--- src/rtl/lsl64_pkg.sv ---
package lsl64_pkg;

    localparam int INSN_W  = 16;
    localparam int SHF_W   = 4;
    localparam int OPC_W   = INSN_W - SHF_W;
    localparam logic [OPC_W-1:0] OPC_LSL = 12'h56A;

    typedef struct packed {
        logic             hit;
        logic             miss;
        logic [SHF_W-1:0] amt_m1;
    } dec_t;

    function automatic logic [OPC_W-1:0] opc_field(input logic [INSN_W-1:0] w);
        return w[INSN_W-1:SHF_W];
    endfunction

    function automatic logic [SHF_W-1:0] amt_field(input logic [INSN_W-1:0] w);
        return w[SHF_W-1:0];
    endfunction

endpackage

--- src/rtl/lsl64_decode.sv ---
module lsl64_decode
    import lsl64_pkg::*;
(
    input  logic              valid,
    input  logic [INSN_W-1:0] word,
    output dec_t              dec
);
    always_comb begin
        dec.hit    = valid && (opc_field(word) == OPC_LSL);
        dec.miss   = valid && (opc_field(word) != OPC_LSL);
        dec.amt_m1 = amt_field(word);
    end
endmodule

--- src/rtl/lsl64_shifter.sv ---
module lsl64_shifter #(
    parameter int W    = 64,
    parameter int SH_W = 4
) (
    input  logic [W-1:0]    din,
    input  logic [SH_W-1:0] amt_m1,
    output logic [W-1:0]    dout,
    output logic            cout
);
    // stage vectors carry one extra top bit that catches the last bit out
    logic [W:0] stg [SH_W+2];

    assign stg[0] = {1'b0, din};
    assign stg[1] = {stg[0][W-1:0], 1'b0};

    for (genvar k = 0; k < SH_W; k++) begin : g_stage
        localparam int SH = 1 << k;
        assign stg[k+2] = amt_m1[k] ? {stg[k+1][W-SH:0], {SH{1'b0}}} : stg[k+1];
    end

    assign dout = stg[SH_W+1][W-1:0];
    assign cout = stg[SH_W+1][W];
endmodule

--- src/rtl/lsl64_flags.sv ---
module lsl64_flags #(
    parameter int W     = 64,
    parameter int ST_W  = 8,
    parameter int C_POS = 0,
    parameter int Z_POS = 1,
    parameter int N_POS = 2
) (
    input  logic [W-1:0]    res,
    input  logic            cout,
    input  logic [ST_W-1:0] st_in,
    output logic [ST_W-1:0] st_out
);
    always_comb begin
        st_out        = st_in;
        st_out[C_POS] = cout;
        st_out[Z_POS] = (res == '0);
        st_out[N_POS] = res[W-1];
    end
endmodule

--- src/rtl/lsl64_unit.sv ---
module lsl64_unit
    import lsl64_pkg::*;
#(
    parameter int HALF_W = 32,
    parameter int ST_W   = 8,
    parameter int RC_W   = 16,
    parameter int C_POS  = 0,
    parameter int Z_POS  = 1,
    parameter int N_POS  = 2
) (
    input  logic              clk,
    input  logic              rst,
    input  logic              issue_valid,
    output logic              issue_ready,
    input  logic [INSN_W-1:0] insn,
    input  logic              ld_en,
    input  logic [HALF_W-1:0] ld_acc,
    input  logic [HALF_W-1:0] ld_prod,
    input  logic [ST_W-1:0]   ld_stat,
    input  logic              rpt_set,
    input  logic [RC_W-1:0]   rpt_val,
    output logic [HALF_W-1:0] acc_q,
    output logic [HALF_W-1:0] prod_q,
    output logic [ST_W-1:0]   stat_q,
    output logic [RC_W-1:0]   rpt_q,
    output logic              bad_insn
);
    localparam int FULL_W = 2 * HALF_W;
    localparam logic [ST_W-1:0] FLAG_MASK =
        ST_W'((1 << C_POS) | (1 << Z_POS) | (1 << N_POS));

    dec_t              dec;
    logic [FULL_W-1:0] res;
    logic              cout;
    logic [ST_W-1:0]   st_next;

    assign issue_ready = 1'b1;

    lsl64_decode u_dec (
        .valid (issue_valid),
        .word  (insn),
        .dec   (dec)
    );

    lsl64_shifter #(.W(FULL_W), .SH_W(SHF_W)) u_shf (
        .din    ({acc_q, prod_q}),
        .amt_m1 (dec.amt_m1),
        .dout   (res),
        .cout   (cout)
    );

    lsl64_flags #(.W(FULL_W), .ST_W(ST_W), .C_POS(C_POS), .Z_POS(Z_POS), .N_POS(N_POS)) u_flg (
        .res    (res),
        .cout   (cout),
        .st_in  (stat_q),
        .st_out (st_next)
    );

    always_ff @(posedge clk) begin
        if (rst) begin
            acc_q    <= '0;
            prod_q   <= '0;
            stat_q   <= '0;
            rpt_q    <= '0;
            bad_insn <= 1'b0;
        end else begin
            bad_insn <= dec.miss;
            if (dec.hit) begin
                acc_q  <= res[FULL_W-1:HALF_W];
                prod_q <= res[HALF_W-1:0];
                stat_q <= st_next;
                rpt_q  <= '0;
            end else begin
                if (ld_en) begin
                    acc_q  <= ld_acc;
                    prod_q <= ld_prod;
                    stat_q <= ld_stat;
                end
                if (rpt_set) rpt_q <= rpt_val;
            end
        end
    end


    rpt_clear_chk: assert property (@(posedge clk) disable iff (rst)
        dec.hit |=> (rpt_q == '0));


    neg_flag_chk: assert property (@(posedge clk) disable iff (rst)
        dec.hit |=> (stat_q[N_POS] == acc_q[HALF_W-1]));


    zero_flag_chk: assert property (@(posedge clk) disable iff (rst)
        dec.hit |=> (stat_q[Z_POS] == ((acc_q == '0) && (prod_q == '0))));


    zero_fill_chk: assert property (@(posedge clk) disable iff (rst)
        dec.hit |=> (prod_q[0] == 1'b0));


    other_bits_chk: assert property (@(posedge clk) disable iff (rst)
        dec.hit |=> ((stat_q & ~FLAG_MASK) == ($past(stat_q) & ~FLAG_MASK)));


    miss_hold_chk: assert property (@(posedge clk) disable iff (rst)
        (dec.miss && !ld_en && !rpt_set) |=>
            ($stable(acc_q) && $stable(prod_q) && $stable(stat_q) && $stable(rpt_q) && bad_insn));


    miss_pulse_chk: assert property (@(posedge clk) disable iff (rst)
        !issue_valid |=> !bad_insn);


    ready_chk: assert property (@(posedge clk) disable iff (rst) issue_ready);
endmodule

--- config.mk ---
export PLATFORM = sky130hd
export DESIGN_NAME = lsl64_unit
export DESIGN_NICKNAME = d
export VERILOG_FILES = /design/src/rtl/lsl64_pkg.sv /design/src/rtl/lsl64_decode.sv /design/src/rtl/lsl64_shifter.sv /design/src/rtl/lsl64_flags.sv /design/src/rtl/lsl64_unit.sv
export SDC_FILE = /design/constraint.sdc
export NUM_CORES = 1
export LEC_CHECK = 0
export BUFFER_PORTS_ARGS = -buffer_cell sky130_fd_sc_hd__buf_4
export CORE_MARGIN = 5
export CORE_UTILIZATION = 40
export DETAILED_ROUTE_END_ITERATION = 16
export PLACE_DENSITY = 0.71
export SLEW_MARGIN = 25
export SYNTH_ARGS = -nofsm -noshare
export SYNTH_HDL_FRONTEND = slang
export SYNTH_SLANG_ARGS = --single-unit
--- constraint.sdc ---
create_clock -name clk -period 4.3 [get_ports clk]
set_input_delay 0.86 -clock clk [delete_from_list [all_inputs] [get_ports clk]]
set_output_delay 0.86 -clock clk [all_outputs]
set_load 0.02 [all_outputs]
### After elaboration in Yosys (flattened, before gate mapping)

Cells that the tools add are included.

| word-level totals | value |
|---|---|
| register bits after elaboration | 89 |
| input port bits | 109 |
| output and inout bits | 90 |
| logic and storage cells | 25 |

| cells by class | value |
|---|---|
| eq/ne operators | 2 |
| muxes and demuxes | 10 |
| bitwise logic cells | 1 |
| reductions and logical operators | 6 |

Operators by type and width:

| operator | number |
|---|---|
| $mux 65 | 4 |
| $mux 32 | 4 |
| $logic_not 64->1 | 1 |
| $eq 12x11->1 const B | 1 |
| $ne 12x11->1 const B | 1 |
| $mux 3 | 2 |
| $logic_and 1x1->1 | 2 |
| $reduce_and 2->1 | 1 |
| $reduce_bool 2->1 | 1 |
| $reduce_or 2->1 | 1 |
| $not 1->1 | 1 |

### Depth between registers and ports, before layout

| depth | value |
|---|---|
| depth after elaboration | 6 |
| gate-level depth with buffers | 12 |
| depth with buffers taken out | 7 |

### Hierarchy

Synthesis repeated with hierarchy kept, for this count alone.

| unflattened totals | value |
|---|---|
| cell total of the unflattened synthesis | 782 |
| area, all modules | 7099.3 um^2 |

By module, submodules not included:

| module | times used | cells each | area an instance (um^2) |
|---|---|---|---|
| lsl64_unit | 1 | 377 | 3983.8 |
| lsl64_shifter | 1 | 367 | 2832.7 |
| lsl64_flags | 1 | 28 | 196.4 |
| lsl64_decode | 1 | 10 | 86.3 |

### Least setup slack after synthesis

OpenSTA, ideal clock, no wires.

| timing | value |
|---|---|
| path kind | input -> register |
| from | input insn[0] |
| to | register stat_q[1] |
| setup time | 0.084 ns |
| arrival | 3.236 ns |
| setup slack | 0.980 ns |
| cell stages on the path | 11 |
| buffers on the path | 4 |
| cell sequence | buf_6 buf_6 buf_2 buf_4 mux2i_1 mux2i_1 mux2_1 a21oi_1 nand3_1 or4_1 o31ai_2 |

| on the way | value |
|---|---|
| cells in the longest elaborated chain, start to end | 6 |

Ends and longest elaborated chain:

| item | line | RTL |
|---|---|---|
| from (decl) | lsl64_unit.sv:15 | `input logic [INSN_W-1:0] insn,` |
| $mux 65 (4 in series) | lsl64_shifter.sv:18 | `assign stg[k+2] = amt_m1[k] ? {stg[k+1][W-SH:0], {SH{1'b0}}} : stg[k+1];` |
| $logic_not 64->1 | lsl64_flags.sv:16 | `st_out[Z_POS] = (res == '0);` |
| $mux 3 | lsl64_unit.sv:68 | `if (dec.hit) begin` |
| to (signal assigned) | lsl64_unit.sv:71 | `stat_q <= st_next;` |
| to (signal assigned) | lsl64_unit.sv:77 | `stat_q <= ld_stat;` |
| to (decl) | lsl64_unit.sv:24 | `output logic [ST_W-1:0] stat_q,` |

No other way between the ends.
A chain may end at the register's enable or synchronous reset.

### Worst setup path after layout

| timing | value |
|---|---|
| from | input insn[3] |
| to | register stat_q[1] |

| on the way | value |
|---|---|
| cells in the longest elaborated chain, start to end | 3 |

Ends and longest elaborated chain:

| item | line |
|---|---|
| $mux 65 | lsl64_shifter.sv:18 |
| $logic_not 64->1 | lsl64_flags.sv:16 |
| $mux 3 | lsl64_unit.sv:68 |

No other way between the ends.

==> results.json <==
{
  "period_share_pct": 81.5,
  "crit_chain": "buf_4, buf_4, mux4_2, mux4_2, nor4_1, nand4_1, nor4_1, nand4_1, o31ai_2",
  "cts_hold_buf": 0,
  "min_path_type": "reg2reg",
  "wl_um": 24500,
  "crit_fanout": 34,
  "drc": 0,
  "route.vias.total": 6850,
  "drive_above_1_share_pct": 35.7,
  "worst_pin_slew_ns": 0.840,
  "required_ns": 4.56,
  "grt.overflow.total": 0,
  "cts_root_buffer": "clkbuf_16",
  "fillers": 1662,
  "multi_input_area_um2": 5030,
  "layout_commonest_cell": "buf_4",
  "firstDrtPassIters": 5,
  "comb_power_share_pct": 30.5,
  "use_met2_pct": 35.8,
  "rsz0062_at_grt": "false",
  "placedInstanceArea_um2": 8740,
  "final_cells": 1121,
  "design_area_um2": 9020,
  "powerDensity_nw_per_um2": 273,
  "synth_ff_type": "dfxtp_1",
  "area.sequential_um2": 1780,
  "globalplace.congestion": 0.966,
  "use_met3_pct": 4.26,
  "grt_pass1_vias": 6698,
  "wl_per_cell_um": 21.8,
  "core_um2": 17800,
  "io_pins": 199,
  "cts_max_level": 3,
  "die_h_um": 144,
  "peakVddDrop_mv": 0.182,
  "drtIter0Drc": 650,
  "grt_max_degree": 70,
  "hold_ws_ns": 0.494,
  "row_count": 49,
  "max-cap-violations": 0,
  "syn_area_per_cell_um2": 9.68,
  "clockBufferDepth": 2,
  "die_w_um": 144,
  "syn_nets": 850,
  "yosysWarnings": 0,
  "port_buffers": 197,
  "hpwl_um": 18300,
  "dieArea_um2": 20700,
  "antenna_found_initial": 0,
  "switching_share_pct": 32.5,
  "worst_slack_ns": 0.796,
  "diodes": 0,
  "clkTransAtPathRegs_ns": 0.06,
  "start_kind": "input pin",
  "vias_per_cell": 6.11,
  "grt_pass1_wl_um": 38000,
  "synthesis.area_um2": 7180,
  "drtAntennaViolNets": 0,
  "ys_seq_area_share_pct": 24.8,
  "place_ws_ns": 0.532,
  "max_freq_mhz": 285,
  "finClkSkew_ns": 0.00502,
  "post_cts_resized": 0,
  "nets": 996,
  "intPower_mw": 1.66,
  "power_frac_clock_pct": 31.0,
  "initial_core_util_pct": 40.2,
  "cts.sinks": 89,
  "synthCells": 741,
  "ys_types": 53,
  "synth_seq_cells": 89,
  "slew_headroom_pct": 44.0,
  "arrival_ns": 3.77,
  "status": "finished clean",
  "async_flop_share_pct": 0,
  "leakagePower_nw": 3.82,
  "end_kind": "flop",
  "min_period_ns": 3.50,
  "worstSetupPathType": "in2reg",
  "place_inst": 1105,
  "power_switching_uw": 799,
  "setup_violations": 0,
  "synth_edf_count": 0,
  "grtUsageTotal_pct": 23.1,
  "cts_setup_buffers": 0,
  "cts_tree": "yes",
  "insertion_delay_ns": 0.35,
  "seqPwrFrac_pct": 38.5,
  "busiest_layer": "met2",
  "syn_to_final_growth_pct": 25.7,
  "max_stage_delay_ns": 0.50,
  "finalMaxSlewViolations": 0,
  "numCtsBuffers": 9,
  "slowest_stage": "mux4_2",
  "final.setup.tns_ns": 0,
  "finalHoldViolCount": 0,
  "grt_use_met1_pct": 33.0,
  "mostFrequentLayoutCells": "buf_4, mux2i_1, a211oi_1, dfxtp_1, nor2_1"
}
synth_stat cells (2+ instances only):
cell type  count  area share [%]
mux2i_1      110              15
a211oi_1      97              10
dfxtp_1       89              25
nor2_1        66             3.5
mux4_2        56              18
clkbuf_1      48             2.5
nand2_1       36             1.9
nor2b_1       34             3.0
mux2_2        28             4.4
a21oi_1       27             1.9
mux2_1        18             2.8
buf_2         14            0.98
o21ai_0       10            0.70
buf_1          9            0.47
nor3_1         9            0.63
nand3_1        7            0.49
nand4_1        5            0.44
o211ai_1       5            0.52
o22ai_1        5            0.44
and2_1         4            0.35
buf_6          4            0.63
nand2b_1       4            0.35
nor4_1         4            0.35
o21ai_1        4            0.28
a222oi_1       3            0.42
buf_4          3            0.31
nor4bb_1       3            0.42
o31ai_1        3            0.31
a22o_1         2            0.24
a22oi_1        2            0.21
a32o_1         2            0.28
and3_1         2            0.17
and4_1         2            0.24
inv_1          2            0.10
nor3b_1        2            0.21
o2111a_1       2            0.31
o21a_1         2            0.21
or3_1          2            0.17
or4_1          2            0.21
routing by layer:
| metal | vias up | wire [um] | share of wire [%] |
|---|---|---|---|
| li1 | 3182 | - | - |
| met1 | 3314 | 10500 | 43 |
| met2 | 306 | 11600 | 47 |
| met3 | 48 | 1820 | 7.4 |
| met4 | 0 | 599 | 2.4 |
| met5 | - | 0 | 0 |
layout make-up:
class / instances / share of cell area, %
repair buffers: 213 / 18.0
clock inverters: 4 / 0.305
well taps: 229 / 3.18
multi-input cells: 571 / 55.8
flip-flops and latches: 89 / 19.7
inverters: 3 / 0.125
clock buffers: 12 / 2.84
registers in the layout (all words and copies together), names as in the netlist:
register  count
bad_insn      1
rpt_q        16
acc_q        32
stat_q        8
prod_q       32
worst paths after layout:
check | slack [ns] | from | cells after the start | endpoint
min reg2reg | 0.49 | stat_q[4] | 2 | stat_q[4]
min | 0.49 | stat_q[4] | 2 | stat_q[4]
max reg2reg | 1.45 | prod_q[22] | 6 | stat_q[1]
max | 0.80 | insn[3] | 9 | stat_q[1]
power groups by stage:
stage	logic (mW)	clock network, mW	registers (mW)
finish	0.750	0.762	0.947
global route	0.803	0.808	0.954
CTS	0.746	0.770	0.946
detailed placement	0.743	0	0.964
global placement	0.738	0	0.962
floorplan	0.434	0	0.992
through the flow:
stage,utilization (%),total power [mW]
after floorplan,-,1.43
after global placement,49.0,1.70
after detailed placement,49.0,1.71
after CTS,50.6,2.46
after global routing,50.6,2.57
final,50.6,2.46
cells by family after synthesis:
group	Yosys count	synth area share (%)
AO/OA/AOI/OAI	173	17.2
buffers and inverters	81	5.06
flip-flops	89	24.8
multiplexers	213	40.3
other	1	0.0523
AND/OR/NAND/NOR	184	12.5
critical path, delay by kind of cell:
kind                   cells  cell delay, ns
and+or+nand+nor            4            0.99
muxes                      2            0.90
buffers and inverters      2            0.79
AOI/OAI and AO/OA          1            0.21
No activity file was read; power rests on OpenSTA's default activity.
